<file path="config.mk">
export PLATFORM = sky130hd
export DESIGN_NAME = frame_deser
export DESIGN_NICKNAME = d
export VERILOG_FILES = /design/src/rtl/deser_pkg.sv /design/src/rtl/deser_bitcount.sv /design/src/rtl/deser_shifter.sv /design/src/rtl/deser_pipe.sv /design/src/rtl/deser_status.sv /design/src/rtl/frame_deser.sv
export SDC_FILE = /design/constraint.sdc
export NUM_CORES = 1
export LEC_CHECK = 0
export BUFFER_PORTS_ARGS = -buffer_cell sky130_fd_sc_hd__buf_2
export CAP_MARGIN = 10
export CORE_AREA = 4 4 128 93
export DETAILED_ROUTE_END_ITERATION = 10
export DIE_AREA = 0 0 132 97
export SETUP_SLACK_MARGIN = 0.5
export SLEW_MARGIN = 20
export SYNTH_ARGS = -nofsm -noshare
export SYNTH_HDL_FRONTEND = slang
export SYNTH_HIERARCHICAL = 1
export SYNTH_SLANG_ARGS = --single-unit
</file>
<file path="constraint.sdc">
create_clock -name clk -period 2.72 [get_ports clk]
set_clock_uncertainty 0.05 [all_clocks]
set_input_delay 0.272 -clock clk [delete_from_list [all_inputs] [get_ports clk]]
set_output_delay 0.272 -clock clk [all_outputs]
set_load 0.03 [all_outputs]
</file>
<file path="src/rtl/deser_pkg.sv">
package deser_pkg;

  typedef enum logic {
    FRM_NARROW = 1'b0,
    FRM_WIDE   = 1'b1
  } frm_size_e;

  function automatic int unsigned frame_len(input frm_size_e sz,
                                            input int unsigned data_w,
                                            input int unsigned ctrl_w);
    return (sz == FRM_WIDE) ? data_w + ctrl_w : data_w;
  endfunction

endpackage

</file>
<file path="src/rtl/deser_bitcount.sv">
module deser_bitcount
  import deser_pkg::*;
#(
  parameter int unsigned DATA_W = 20,
  parameter int unsigned CTRL_W = 4
) (
  input  logic      clk,
  input  logic      rst,
  input  logic      wide_sel,
  output logic      bound_o,
  output frm_size_e size_o,
  output logic      strb_o
);
  localparam int unsigned LEN_N = DATA_W;
  localparam int unsigned LEN_W = DATA_W + CTRL_W;
  localparam int unsigned CW    = $clog2(LEN_W);
  localparam logic [CW-1:0] LAST_N = CW'(LEN_N - 1);
  localparam logic [CW-1:0] LAST_W = CW'(LEN_W - 1);
  localparam logic [CW-1:0] MID_N  = CW'(LEN_N / 2 - 1);
  localparam logic [CW-1:0] MID_W  = CW'(LEN_W / 2 - 1);

  logic [CW-1:0] bit_idx;
  frm_size_e     size_q;
  logic          strb_q;
  logic [CW-1:0] last_idx;
  logic [CW-1:0] mid_idx;

  always_comb begin
    last_idx = (size_q == FRM_WIDE) ? LAST_W : LAST_N;
    mid_idx  = (size_q == FRM_WIDE) ? MID_W  : MID_N;
  end

  assign bound_o = (bit_idx == last_idx);

  always_ff @(posedge clk) begin
    if (rst) begin
      bit_idx <= '0;
      size_q  <= frm_size_e'(wide_sel);
      strb_q  <= 1'b1;
    end else if (bound_o) begin
      bit_idx <= '0;
      size_q  <= frm_size_e'(wide_sel);
      strb_q  <= 1'b0;
    end else begin
      bit_idx <= bit_idx + 1'b1;
      if (bit_idx == mid_idx) strb_q <= 1'b1;
    end
  end

  assign size_o = size_q;
  assign strb_o = strb_q;

endmodule

</file>
<file path="src/rtl/deser_shifter.sv">
module deser_shifter #(
  parameter int unsigned FULL_W = 24
) (
  input  logic              clk,
  input  logic              rst,
  input  logic              ser_in,
  output logic [FULL_W-1:0] word_o
);
  logic [FULL_W-1:0] shreg;

  assign word_o = {ser_in, shreg[FULL_W-1:1]};

  always_ff @(posedge clk) begin
    if (rst) shreg <= '0;
    else     shreg <= word_o;
  end

endmodule

</file>
<file path="src/rtl/deser_pipe.sv">
module deser_pipe
  import deser_pkg::*;
#(
  parameter int unsigned DATA_W     = 20,
  parameter int unsigned CTRL_W     = 4,
  parameter int unsigned LAT_FRAMES = 2
) (
  input  logic                     clk,
  input  logic                     rst,
  input  logic                     adv,
  input  frm_size_e                size_in,
  input  logic [DATA_W+CTRL_W-1:0] word_in,
  output logic [DATA_W-1:0]        data_o,
  output logic [CTRL_W-1:0]        ctrl_o,
  output logic                     wide_o,
  output logic                     valid_o
);
  localparam int unsigned FULL_W = DATA_W + CTRL_W;
  localparam int unsigned DEPTH  = LAT_FRAMES + 1;

  for (genvar i = 0; i < DEPTH; i++) begin : g_st
    logic [DATA_W-1:0] d;
    logic [CTRL_W-1:0] c;
    logic              w;
    logic              v;
    if (i == 0) begin : g_head
      always_ff @(posedge clk) begin
        if (rst) begin
          d <= '0; c <= '0; w <= 1'b0; v <= 1'b0;
        end else if (adv) begin
          d <= word_in[FULL_W-1:CTRL_W];
          c <= (size_in == FRM_WIDE) ? word_in[CTRL_W-1:0] : '0;
          w <= (size_in == FRM_WIDE);
          v <= 1'b1;
        end
      end
    end else begin : g_tail
      always_ff @(posedge clk) begin
        if (rst) begin
          d <= '0; c <= '0; w <= 1'b0; v <= 1'b0;
        end else if (adv) begin
          d <= g_st[i-1].d;
          c <= g_st[i-1].c;
          w <= g_st[i-1].w;
          v <= g_st[i-1].v;
        end
      end
    end
  end

  assign data_o  = g_st[DEPTH-1].d;
  assign ctrl_o  = g_st[DEPTH-1].c;
  assign wide_o  = g_st[DEPTH-1].w;
  assign valid_o = g_st[DEPTH-1].v;

endmodule

</file>
<file path="src/rtl/deser_status.sv">
module deser_status #(
  parameter int unsigned STAT_W      = 2,
  parameter int unsigned STAT_PERIOD = 128
) (
  input  logic              clk,
  input  logic              rst,
  input  logic              adv,
  input  logic [STAT_W-1:0] stat_in,
  output logic [STAT_W-1:0] stat_o
);
  localparam int unsigned PW = $clog2(STAT_PERIOD);
  localparam logic [PW-1:0] WRAP_AT = PW'(STAT_PERIOD - 1);

  logic [PW-1:0]     fcnt;
  logic [STAT_W-1:0] stat_q;
  logic              wrap;

  assign wrap = (fcnt == WRAP_AT);

  always_ff @(posedge clk) begin
    if (rst) begin
      fcnt   <= '0;
      stat_q <= '0;
    end else if (adv) begin
      fcnt <= wrap ? '0 : fcnt + 1'b1;
      if (wrap) stat_q <= stat_in;
    end
  end

  assign stat_o = stat_q;

endmodule

</file>
<file path="src/rtl/frame_deser.sv">
module frame_deser
  import deser_pkg::*;
#(
  parameter int unsigned DATA_W      = 20,
  parameter int unsigned CTRL_W      = 4,
  parameter int unsigned LAT_FRAMES  = 2,
  parameter int unsigned STAT_W      = 2,
  parameter int unsigned STAT_PERIOD = 128
) (
  input  logic              clk,
  input  logic              rst,
  input  logic              ser_in,
  input  logic              wide_sel,
  input  logic [STAT_W-1:0] stat_in,
  output logic [DATA_W-1:0] data_o,
  output logic [CTRL_W-1:0] ctrl_o,
  output logic              strb_o,
  output logic              wide_flag_o,
  output logic              valid_o,
  output logic [STAT_W-1:0] stat_o
);
  localparam int unsigned FULL_W = DATA_W + CTRL_W;

  logic              bound;
  frm_size_e         size_cur;
  logic [FULL_W-1:0] word;

  deser_bitcount #(.DATA_W(DATA_W), .CTRL_W(CTRL_W)) u_cnt (
    .clk(clk), .rst(rst), .wide_sel(wide_sel),
    .bound_o(bound), .size_o(size_cur), .strb_o(strb_o)
  );

  deser_shifter #(.FULL_W(FULL_W)) u_shift (
    .clk(clk), .rst(rst), .ser_in(ser_in), .word_o(word)
  );

  deser_pipe #(.DATA_W(DATA_W), .CTRL_W(CTRL_W), .LAT_FRAMES(LAT_FRAMES)) u_pipe (
    .clk(clk), .rst(rst), .adv(bound), .size_in(size_cur), .word_in(word),
    .data_o(data_o), .ctrl_o(ctrl_o), .wide_o(wide_flag_o), .valid_o(valid_o)
  );

  deser_status #(.STAT_W(STAT_W), .STAT_PERIOD(STAT_PERIOD)) u_stat (
    .clk(clk), .rst(rst), .adv(bound), .stat_in(stat_in), .stat_o(stat_o)
  );

endmodule

</file>
* After elaboration in Yosys (flattened, before gate mapping)
Index checks and enable logic that the tools add are counted.
Widths: inputs -> output; s select.
** Operators by class
- Magnitude comparators :: 0
- Bitwise logic cells :: 0
- Multipliers :: 0
- Reductions and logical operators :: 4
- Shifts and indexed selects :: 0
- Equality and inequality tests :: 3
- Muxes and demuxes :: 8
- Div/mod/pow operators :: 0
- Add/sub/neg operators :: 2
** Operators with widths (number)
- $eq 5x5->1 :: 2
- $add 7x1->7 const B :: 1
- $eq 7x7->1 const B :: 1
- $mux 7 :: 1
- $add 5x1->5 const B :: 1
- $mux 1 :: 4
- $mux 4 :: 1
- $reduce_bool 2->1 :: 2
- $mux 3 :: 1
- $mux 2 :: 1
- $reduce_and 2->1 :: 1
- $reduce_or 2->1 :: 1
** Word-level totals
- Memories :: 0
- Output and inout port bits :: 29
- Latch bits :: 0
- Memory bits (read-only) :: 0
- Register bits after elaboration :: 118
- Bits in writable memories :: 0

* Depth between registers and ports, before layout
Gate-level depths: netlist of run 1.
- Word-level depth :: 4
- Gate-level depth with buffers :: 7
- Depth with buffers taken out :: 6

* Modules after synthesis
Netlist of run 1, hierarchy kept.
** Modules (own cells, without submodules)
- deser_pipe :: area an instance 2805.2 um^2, instances 1, cells each 256
- deser_shifter :: area an instance 676.9 um^2, instances 1, cells each 49
- deser_status :: area an instance 432.9 um^2, instances 1, cells each 47
- deser_bitcount :: area an instance 281.5 um^2, instances 1, cells each 27

* Worst setup path after synthesis of run 1
Ideal clock, no wire load.
- Kind :: reg2reg
- From :: register u_cnt.size_q (netlist: u_cnt/size_o)
- To :: register u_stat.fcnt[5]
- Arrival time :: 1649 ps
- Data required time :: 2591 ps
- Path slack :: 942 ps
- Path buffers :: 0
- Cell stages (with the launch flop) :: 7
- Path through :: edfxtp_1 -> xnor2_1 -> nand4_1 -> inv_1 -> nand4_2 -> or3_1 -> a211oi_2
** On the way
- Longest elaborated chain between the ends :: 2
** RTL lines
- start, declared :: RTL line deser_bitcount.sv:23 : frm_size_e size_q;
- start signal, assigned :: RTL line deser_bitcount.sv:38 : size_q <= frm_size_e'(wide_sel);
- start signal, assigned :: RTL line deser_bitcount.sv:42 : size_q <= frm_size_e'(wide_sel);
- $mux 3 :: RTL line deser_bitcount.sv:29 : last_idx = (size_q == FRM_WIDE) ? LAST_W : LAST_N;
- $eq 5x5->1 :: RTL line deser_bitcount.sv:33 : assign bound_o = (bit_idx == last_idx);
- named net bound :: RTL line frame_deser.sv:24 : logic bound;
- end signal, assigned :: RTL line deser_status.sv:25 : fcnt <= wrap ? '0 : fcnt + 1'b1;
- end, declared :: RTL line deser_status.sv:14 : logic [PW-1:0] fcnt;
The timed path passes the listed nets, and every way through them passes these cells.
A chain may end at the register's enable or synchronous reset.

* Worst setup path in the final report of run 1
- From :: register u_cnt.size_q (netlist: u_cnt/size_o)
- To :: register u_stat.fcnt[0]
The elaborated chain is that of the path after synthesis.

==> results.md, run 1 <==
- The global-route total usage across every layer is 11.43%.
- The launch point of the worst reg-to-reg path is u_cnt/size_o$_DFFE_PP_.
- The max-slew violation total from the final report is 0.
- The number of maximum-capacitance violations is 0.
- The initial detailed-routing violation count is 150.
- The post-synthesis adder-cell area fraction is 0.5963%.
- Of the cells placed in the final design, the portion with a size suffix greater than 1 is 20.42%.
- The synthesized design devotes to its leading area cell type 55.34% of total area.
- The simple-gate area share of the yosys netlist is 16.40%.
- The most critical setup path has its endpoint at u_stat/fcnt[0]$_SDFFE_PP0P_.
- The maximum buffer depth of the clock tree is 2.
- The core region is 10770 um^2.
- The worst pin sits at a relative slew slack of between 60% and 70%.
- The min-delay analysis places its worst path in the category in2reg.
- Clock-pin slew was measured on the worst setup and hold paths at 0.05 ns.
- The number of sinks driven by the clock tree is 117.
- The average via count per standard cell is 4.523.
- The critical path is of the reg2reg type.
- The H-tree was split into 4 levels.
- The busiest layer in global routing is met2.
- The global routing met3 resource utilization is 4.678%.
- The critical path goes through xnor2_1, nand4_1, inv_4, buf_4, nor2b_1, o21ai_0, a21oi_1.
- Data arrives at the worst endpoint at about 2.3 ns.
- Summing the areas of all xor and xnor instances in the mapped netlist gives under 10% of the synthesized area.
- At the pin with the least slew margin, the transition time is 0.4657 ns.
- The number of antenna diodes in the final layout is 0.
- The worst setup path startpoint is u_cnt/size_o$_DFFE_PP_.
- Across the whole layout, storage elements account for 2352 um^2.
- The number of gates resized after CTS was 0.
- The worst setup path is captured at a flop.
- The synthesized netlist devotes 2.475% of its cell area to compound gates.
- The number of buffers and inverters on the critical path is 2.
- The placed instance area is 4417 um^2.
- After synthesis, the largest family of logic cells by area is multiplexers.
- Summed over all layers, the routed wires come to 6516 um.
- The final weighted congestion in routability-driven placement is 0.7373.
- The dominant cell by count in the synthesized netlist is sky130_fd_sc_hd__dfxtp_1.
- The count of flip-flops with a built-in enable after synthesis is 1.
- The fraction of registers with async set or reset after synthesis is 0%.
- Dividing the synthesized area by the synthesized cell count gives between 10 and 15 um^2.
- The maximum number of pins on one net before global-route repair is 49.
- The starting density of the core is 38.96%.
- By count the netlist is led by sky130_fd_sc_hd__dfxtp_1, sky130_fd_sc_hd__nor2_1, sky130_fd_sc_hd__mux2i_1.
- The number of cells on the critical path is 7.
- On the worst path, the slowest cell contributes a delay of approximately 0.51 ns.
- When the netlist entered floorplanning its net count stood at 387.
- Static timing analysis puts the maximum clock frequency at ~0.50 GHz.
- The length of the first detailed-routing pass in iterations is 4.
- In this run the power density over the cells is ~750 nW/um^2.
- The gate family responsible for the most delay along the worst path is flip-flops.
- The number of cells on the worst reg-to-reg path is 7.
- The most area-hungry cell type in the Yosys netlist is sky130_fd_sc_hd__dfxtp_1.
- The internal reg-to-reg setup slack is between 0.7 and 0.8 ns.
- The area enclosed by the die boundary is 12800 um^2.
- In this run, distinct cell masters in the synthesized netlist total 32.
- The final instance area is 4937 um^2.
- The remaining antenna violation count is 0.
- CTS placed an instance of sky130_fd_sc_hd__clkbuf_16 at the clock tree root.
- The run finished with clean final reports.
- The row count is 32.
- The via count of the first global-routing pass came to 2556.
- The vertical extent of the die is 97 um.
- The worst path uses between 70 and 80% of the clock period.
- The hold violation total from the final report came to 0.
- The cell leakage power is 1.822 nW.
- After detailed routing, the average wire length per cell comes to 11.59 um.
- The layout overhead on the synthesized area is 17.65%.
- Among all stages on the critical path, the largest delay is contributed by sky130_fd_sc_hd__edfxtp_1.
- Among all flip-flop cells after synthesis, the most frequent one is sky130_fd_sc_hd__dfxtp_1.
- The number of antenna violations at the first check in global routing came to 0.
- Summed over all nets, the half-perimeter wirelength after detailed placement is 4002 um.
- At the end of the flow, the number of nets in the layout was approximately 420.
- The floorplan step set the die width to 132 um.
- The total of hold buffers inserted after clock tree synthesis is 0.
- The fraction of met1 tracks used by global routing is 14.12%.
- The worst setup path is launched from a flop.
- The CTS tree is built.
- In this run, synthesis produced a sequential element count of 117.
- The buffers inserted during post-CTS setup optimization is 0.
- The worst setup timing slack at the placement stage is 0.7351 ns.
- Across all layers, the routed design uses 2542 vias.
- During I/O placement, the number of pins put on the boundary was 35.
- After detailed routing, the number of remaining DRC violations is 0.
- At the later pin of the worst-skew pair, clock insertion delay measures around 0.4 ns.
- In the final layout, the multi-input gates occupy 1629 um^2.
- For the worst setup path, the data required time is 2.99 ns.
- After synthesis, flip-flops and latches occupy 56.05% of the total area.
- The CTS buffer count is 17.
- The count of input and output buffers is 34.
- The number of setup violations in the final report is 0.
- The worst-case vdd ir drop is 0.3967 mV.
- Of all nets on the critical path, the largest fanout is 26.
- The first global-routing pass estimated 11870 um of wire.
- In the post-synthesis netlist, the biggest area contributors are sky130_fd_sc_hd__dfxtp_1, sky130_fd_sc_hd__mux2i_1, sky130_fd_sc_hd__nor2_1, sky130_fd_sc_hd__nor2b_2, sky130_fd_sc_hd__buf_8.
- Adding up every negative setup slack in the final design gives 0 ns.
- Setup repair after global routing left no endpoint under its margin.
- The total global routing overflow is 0.
- The shortest clock period the worst path allows after layout is 1.989 ns.
- The Yosys warning count is 6.
- The share of cell area taken by muxes after synthesis is 17.89%.
- The synthesized netlist occupies a cell area of ~4200 um^2.
- The cell count of the worst hold path is 1.
- The fill cell total of the finished layout is 1009.
- The number of instances in the synthesized netlist is 379.
- The slack of the critical path is 0.7309 ns.
- The capturing point of the worst reg2reg path is u_stat/fcnt[0]$_SDFFE_PP0P_.
- The met2 layer usage reported by global route is 17.18%.
[cell type report]
class	count	area share (%)
sequential	117	47.64
tap	136	3.447
timing repair buffer	39	5.018
clock inverter	5	0.5068
multi-input combinational	236	33.00
clock buffer	25	10.04
inverter	4	0.3548
[per-layer routing]
metal,vias to the layer above,routed length (um)
met5,-,0
met4,0,126
met3,13,227
met2,34,2883
met1,1161,3278
li1,1334,-
[registers in the layout (all words and copies together), names as in the netlist, 4 cells and up]
register,cells
u_shift/shreg,23
u_pipe/g_st.d,40
u_cnt/bit_idx,5
u_pipe/g_st.c,8
u_pipe/data_o,20
u_pipe/ctrl_o,4
u_stat/fcnt,7
[power breakdown]
group / internal (W) / switching [W]
Clock: 0.00124 / 0.000698
Combinational: 0.0000174 / 0.0000352
Sequential: 0.00173 / 0.00000738
[how the worst min path moves through the flow]
stage                                  startpoint                             to  slack, ns
finish                                   wide_sel         u_cnt/size_o$_DFFE_PP_       0.03
global route                             wide_sel         u_cnt/size_o$_DFFE_PP_      0.008
CTS                                      wide_sel         u_cnt/size_o$_DFFE_PP_       0.02
detailed placement    u_cnt/bit_idx[0]$_SDFF_PP0_    u_cnt/bit_idx[0]$_SDFF_PP0_       0.40
global placement    u_pipe/g_st[0].v$_SDFFE_PP0P_  u_pipe/g_st[0].v$_SDFFE_PP0P_       0.40
floorplan                                wide_sel         u_cnt/size_o$_DFFE_PP_       0.32
[stage by stage]
| stage | std cells | utilization (%) | hold WS [ns] | total power, W |
|---|---|---|---|---|
| floorplan | 379 | - | 0.3209 | 0.001809 |
| global placement | 532 | 41.01 | 0.3957 | 0.001821 |
| detailed placement | 532 | 41.01 | 0.4007 | 0.001822 |
| CTS | 562 | 45.84 | 0.01664 | 0.003771 |
| global route | 562 | 45.84 | 0.008486 | 0.003868 |
| finish | 562 | 45.84 | 0.02870 | 0.003724 |
[kinds of logic after synthesis]
logic type | Yosys count
multiplexers | 75
flip-flops | 117
buffers and inverters | 26
AND/OR/NAND/NOR | 136
XOR/XNOR | 7
adder cells (fa/ha/maj) | 2
AO/OA/AOI/OAI | 16
[layout by cell type (no fill, tap or decap), types with 5 or more instances in the layout]
| cell | instances |
|---|---|
| sky130_fd_sc_hd__dfxtp_1 | 116 |
| sky130_fd_sc_hd__mux2i_1 | 75 |
| sky130_fd_sc_hd__nand2b_1 | 10 |
| sky130_fd_sc_hd__nor2_1 | 82 |
| sky130_fd_sc_hd__buf_2 | 33 |
| sky130_fd_sc_hd__nor2b_1 | 8 |
| sky130_fd_sc_hd__clkinv_2 | 5 |
| sky130_fd_sc_hd__nand3_1 | 7 |
| sky130_fd_sc_hd__clkbuf_16 | 17 |
| sky130_fd_sc_hd__a21oi_1 | 7 |
| sky130_fd_sc_hd__nor2b_2 | 14 |
Note: power is estimated with default switching activity, not from simulation.
==> run 2, diff against run 1 <==
clock period = 1.95 ns   (was 2.72 ns; I/O delays follow)
==> results.md, run 2 (synthesis gave the netlist of run 1 again) <==
- The flow ran to the end, and the final reports show no timing, DRC or antenna violations.
- The initialized floorplan defines 32 standard-cell rows.
- In the global route stage, overall resource usage came out at 13.35%.
- The total negative slack for setup checks is 0 ns.
- The worst setup path startpoint is u_cnt/size_o$_DFFE_PP_.
- Buffers placed on the I/O ports in this run total 34.
- After detailed routing, the total wire length is 7976 um.
- Registers take 2354 um^2.
- The kind of critical path is reg2reg.
- The total power of the final layout is between 0.006 and 0.007 W.
- STA classifies the critical path endpoint as a flop.
- The total global routing overflow is 0.
- Across the VDD grid, the largest voltage drop is 0.5985 mV.
- The CTS buffer count is 17.
- The critical path runs through a total of 6 cells.
- Setup repair after global routing could not meet its margin everywhere.
- The tightest min-delay check is of the in2reg type.
- The gate family responsible for the most delay along the worst path is simple AND/OR/NAND/NOR gates.
- At the pin with the least slew margin, the transition time is 0.5280 ns.
- The hold violation total from the final report is 0.
- For this run, design rule violations remaining after detail routing come to 0.
- The internal reg-to-reg setup slack is about 0.19 ns.
- Timing would allow up to 0.5682 GHz.
- The H-tree generated during clock tree synthesis spans 4 levels.
- The detailed router placed roughly 2700 vias in this run.
- 0 antenna diodes ended up in the layout.
- The first global-routing pass estimated 13520 um of wire.
- The floorplan step defined a core boundary enclosing about 11000 um^2.
- The per-cell routed wire length is 13.52 um.
- The fill cell total of the finished layout is 892.
- The number of setup violations in the final report is 0.
- The longest clock path from root to sink contains 2 buffers.
- The initial detailed-routing violation count is 117.
- Entering global routing, the biggest net connects 52 pins.
- The vertical extent of the die is slightly below 100 um.
- The worst hold path begins at rst.
- The register with the most flip-flops in the layout has 40 of them.
- Clock latency on the worst-skew pair, taken at its later pin, is 0.40 ns.
- STA classifies the critical path startpoint as a flop.
- The via count of the first global-routing pass was 2745.
- The delay of the slowest cell on the worst path is around 0.42 ns.
- The width of the chip is 132 um.
- The final layout contains 449 nets.
- At the worst endpoint, the required time is 2.23 ns.
- The logic depth of the worst register-to-register path is 6.
- The highest net fanout along the worst path is 5.
- Walking the worst path, the cells encountered are xnor2_2, nand4_1, bufinv_8, nand4_4, or3_4, a21oi_2.
- Before antenna repair, the detailed router went through 4 iterations.
- The launch point of the worst reg-to-reg path is u_cnt/size_o$_DFFE_PP_.
- The count of boundary I/O pins is 35.
- The total power density per cell area is 1045 nW/um^2.
- The number of maximum-capacitance violations is 0.
- Measured against its own limit, the worst slew margin works out to 64.80%.
- At the end of routability-driven placement, the weighted congestion stood at around 0.66.
- The area growth from synthesis to layout is 37.27%.
- The initial utilization of the core area, before any placement, comes to slightly below 40%.
- The die covers 12800 um^2.
- The number of antenna violations at the first check in global routing came to 0.
- The post-DP HPWL is 3775 um.
- The max-slew violation total from the final report is 0.
- The area used by multi-input combinational logic is 1758 um^2.
- For this design, the sink count on the clock tree is 117.
- Cells with a size suffix above 1 make up between 20% and 30% of the layout.
- The cell count of the worst hold path is 2.
- The shortest clock period the worst path allows after layout is 1.760 ns.
- In the layout the commonest cells are sky130_fd_sc_hd__dfxtp_1, sky130_fd_sc_hd__nor2_1, sky130_fd_sc_hd__mux2i_1, sky130_fd_sc_hd__buf_2, sky130_fd_sc_hd__clkbuf_16.
- In this run the static leakage power is between 2 and 2.5 nW.
- STA puts the critical path data arrival time at 2.04 ns.
- The most common cell after layout, fill and taps aside is sky130_fd_sc_hd__dfxtp_1.
- More flip-flops sit in one register than any other, and that register is u_pipe/g_st.d.
- CTS placed an instance of sky130_fd_sc_hd__clkbuf_16 at the clock tree root.
- The share of the cycle needed by the critical path after routing is 90.25%.
- The average via count per standard cell is about 4.6.
- For this run, the share of the core covered by cells in the final layout is 53.49%.
- Among all stages on the critical path, the largest delay is contributed by sky130_fd_sc_hd__edfxtp_1.
- Together, buffers and inverters on the worst path number 1.
- After clock tree synthesis, the clock-pin slew on the worst setup and hold paths is ~0.05 ns.
- The CTS tree is built.
- The count of nets left with antenna violations once routing finished came out at 0.
## run 2: changes by cell type in the layout (fill, tap and decap cells not counted), moves of 3 or more
cell | before | now
sky130_fd_sc_hd__mux2i_1 | 75 | 66
sky130_fd_sc_hd__a21oi_1 | 7 | 4
sky130_fd_sc_hd__buf_16 | 0 | 10
sky130_fd_sc_hd__mux2i_2 | 0 | 7
sky130_fd_sc_hd__buf_12 | 3 | 7
sky130_fd_sc_hd__dlygate4sd3_1 | 0 | 4
sky130_fd_sc_hd__a21oi_2 | 0 | 3
sky130_fd_sc_hd__clkbuf_1 | 4 | 0
sky130_fd_sc_hd__buf_4 | 3 | 6
sky130_fd_sc_hd__bufinv_16 | 0 | 6
## run 2: metrics by stage
stage | cells | setup slack, ns | cell area, um^2 | hold slack [ns]
finish | 590 | 0.1902 | 5761 | 0.2024
global route | 590 | 0.07285 | 5761 | 0.2232
CTS | 587 | 0.2465 | 5614 | 0.1934
detailed placement | 532 | 0.1727 | 4417 | 0.3294
global placement | 532 | 0.2380 | 4417 | 0.3304
floorplan | 379 | 0.2761 | 4200 | 0.2439
## run 2: worst paths after layout
check,endpoint
worst max-delay path,u_stat/fcnt[6]$_SDFFE_PP0P_
worst min-delay path,u_stat/fcnt[2]$_SDFFE_PP0P_
worst max register to register,u_stat/fcnt[6]$_SDFFE_PP0P_
worst min register to register,u_shift/shreg[10]$_SDFF_PP0_
## run 2: layer usage
layer  up-vias  track usage, %  routed length (um)  part of all wire [%]
li1       1389               -                   -                     -
met1      1281           16.41                3669                    46
met2        39           20.96                3874                    49
met3        14           4.730                 308                   3.9
met4         0           6.295                 125                   1.6
met5         -               0                   0                     0
## run 2: area by class of cell
type                            count  area share (%)
Clock buffer                       19           7.863
Clock inverter                     13           3.931
Inverter                            4          0.4996
Multi-Input combinational cell    236           30.52
Sequential cell                   117           40.86
Tap cell                          136           2.954
Timing Repair Buffer               64           13.18
Timing Repair inverter              1          0.1955
## run 2: power breakdown
part	switching, W	total (W)	leakage, nW	internal (W)
registers	0.00000970	0.00242	0.945	0.00241
logic	0.0000532	0.0000862	0.895	0.0000330
clock network	0.00106	0.00352	0.333	0.00246
total	0.00112	0.00602	2.17	0.00490
## run 2: timing repair
item                       in CTS  in global routing
gates cloned                   10                  2
hold buffers                    4                  0
pin swaps                       7                 15
gates resized for setup        24                 16
buffers inserted                9                  1
setup endpoints to repair      86                 88
hold endpoints to repair        4                  0
==> run 3, diff against run 2 <==
CTS_BUF_LIST = sky130_fd_sc_hd__clkbuf_4 sky130_fd_sc_hd__clkbuf_8   (was unset)
==> results.md, run 3 (synthesis gave the netlist of run 1 again) <==
- The worst hold path belongs to the class in2reg.
- Across the VDD grid, the largest voltage drop is 0.4320 mV.
- The cell count of the worst hold path is 2.
- The final weighted congestion in routability-driven placement is between 0.6 and 0.7.
- The share of the cycle needed by the critical path after routing is about 91%.
- At the pin with the least slew margin, the transition time is 0.5386 ns.
- Of all nets on the critical path, the largest fanout is 5.
- The flow ran to the end, and the final reports show no timing, DRC or antenna violations.
- The clock period could shrink to around 1.8 ns.
- The detailed router finished its first iteration with 115 violations.
- The analysis attributes to cell leakage a power of 2.087 nW.
- The critical path is of the reg2reg type.
- The worst path required time is 2.18 ns.
- The total via count after detailed routing is 2726.
- The filler cells instantiated in the layout total 911.
- TritonCTS built the clock tree.
- Relative to the synthesized area, the layout overhead comes to 32.92%.
- In this run the remaining antenna-violating nets after routing total 0.
- The master of the slowest instance on the critical path is sky130_fd_sc_hd__edfxtp_1.
- The number of maximum-capacitance violations is 0.
- Leaving out fill and tap cells, the most frequent cell in the layout is sky130_fd_sc_hd__dfxtp_1.
- The clock-pin slew reported for the worst setup and hold paths after clock tree synthesis is ~0.070 ns.
- The register with the most flip-flops in the layout has 40 of them.
- The pre-antenna-repair detailed-routing pass consisted of 4 iterations.
- Headroom to the max-slew limit came out at 64.09%.
- The post-DP HPWL is 3775 um.
- The number of setup violations in the final report is 0.
- The hold violation total from the final report is 0.
- The diode insertion count for antenna repair is 0.
- The final instance area is 5578 um^2.
- The delay of the slowest cell on the worst path is 0.42 ns.
- The via count of the first global-routing pass came to between 2000 and 3000.
- Setup repair after global routing could not meet its margin everywhere.
- The max-slew violation total from the final report is 0.
- The category of the worst setup path launch point is a flop.
- The row count is 32.
- The final net count is 449.
- The critical path contains buffers and inverters numbering 3 combined.
- The number of antenna violations at the first check in global routing is 0.
- The share of cells above drive strength 1 is 30.40%.
- The per-cell routed wire length is 13.56 um.
- The signal on the critical path passes through xnor2_2, nand4_1, bufinv_8, buf_6, buf_16, mux2i_4, nor2_1.
- The DRC violation count after routing is 0.
- Entering global routing, the biggest net connects 52 pins.
- The H-tree was split into 4 levels.
- For this run the aggregate overflow at the end of global routing stands at 0.
- Summed over all failing endpoints, the final setup total negative slack is 0 ns.
- In this run the clock root is driven by a sky130_fd_sc_hd__clkbuf_8.
- The final routed wirelength across all metal layers is 8002 um.
- The global-route wire length before repair is 12970 um.
- The global-route total usage across every layer is 12.72%.
- The count of boundary I/O pins is 35.
- The number of cells on the critical path is 7.
- In this run the deepest clock path goes through 2 buffers.
- For this configuration, the core starts out at a cell density of between 30% and 40%.
- The register with the most flip-flops is u_pipe/g_st.d.
- During placement, the flow inserted port buffers numbering 34.
- Measured in cells, the most critical reg-to-reg path has a length of 7.
- The number of sinks driven by the clock tree is 117.
- In this run the horizontal extent of the chip is between 100 and 150 um.
- Across all hold checks on the routed design, the worst slack comes to 0.1927 ns.
- Summing all placed instances gives a cell area of around 4400 um^2.
- The worst setup timing slack at the placement stage is around 0.17 ns.
- The slack of the critical path is 0.1677 ns.
- Dividing total power by cell area gives a power density of 927.4 nW/um^2.
- The clock network latency to the later pin of the worst-skew pair is approximately 0.42 ns.
- For this run, the share of the core covered by cells in the final layout is about half.
- In the routed layout, each cell is associated on average with a via count of 4.620.
- The vertical extent of the die is 97 um.
- Data on the critical path arrives at its endpoint at between 2 and 2.5 ns.
- The top cell types in the final layout, fill and taps aside, are sky130_fd_sc_hd__dfxtp_1, sky130_fd_sc_hd__nor2_1, sky130_fd_sc_hd__mux2i_1, sky130_fd_sc_hd__buf_2, sky130_fd_sc_hd__clkbuf_8.
- The number of clock buffers added by TritonCTS is 17.
- The cell family contributing the most delay on the critical path is buffers and inverters.
- The die covers 12800 um^2.
- The area of the core is 10770 um^2.
- The highest attainable clock frequency is 0.5611 GHz.
- The kind of end point of the critical path is a flop.
run 3: what timing repair did:
item / in CTS / in global routing
setup buffers: 9 / 0
endpoints found under the setup margin: 86 / 88
hold buffers: 4 / 0
resized for setup: 24 / 19
pin swaps: 7 / 13
endpoints found under the hold margin: 5 / 0
gates cloned: 10 / 3
run 3: per-layer routing:
metal	track usage, %	wire length, um
met1	15.93	3761
met3	5.457	323
met4	4.116	88
met5	0	0
met2	19.82	3828
run 3: through the flow:
| step | power (W) | cells |
|---|---|---|
| after floorplan | 0.002523 | 379 |
| after global placement | 0.002542 | 532 |
| after detailed placement | 0.002543 | 532 |
| after CTS | 0.005218 | 587 |
| after global routing | 0.005356 | 590 |
| final | 0.005173 | 590 |
run 3: worst paths after layout:
kind,start,endpoint,slack (ns)
setup / recovery,u_cnt/size_o$_DFFE_PP_,u_pipe/g_st[1].d[15]$_SDFFE_PP0P_,0.17
hold / removal,rst,u_stat/fcnt[2]$_SDFFE_PP0P_,0.19
setup reg to reg,u_cnt/size_o$_DFFE_PP_,u_pipe/g_st[1].d[15]$_SDFFE_PP0P_,0.17
hold reg to reg,u_shift/shreg[19]$_SDFF_PP0_,u_shift/shreg[18]$_SDFF_PP0_,0.41
run 3: power breakdown:
group,leakage (nW),total (W),internal (W),switching [W]
logic,0.896,0.0000872,0.0000329,0.0000542
clock network,0.246,0.00267,0.00172,0.000957
registers,0.945,0.00241,0.00240,0.00000911
total,2.09,0.00517,0.00415,0.00102
run 3: cell type report:
type,instances,area [um^2],share of cell area (%)
repair inverters,1,11.26,0.2019
inverters,4,28.78,0.5159
multi-input cells,236,1770,31.74
flip-flops and latches,117,2354,42.19
repair buffers,64,755.7,13.55
clock buffers,19,261.5,4.688
well taps,136,170.2,3.051
clock inverters,13,226.5,4.060
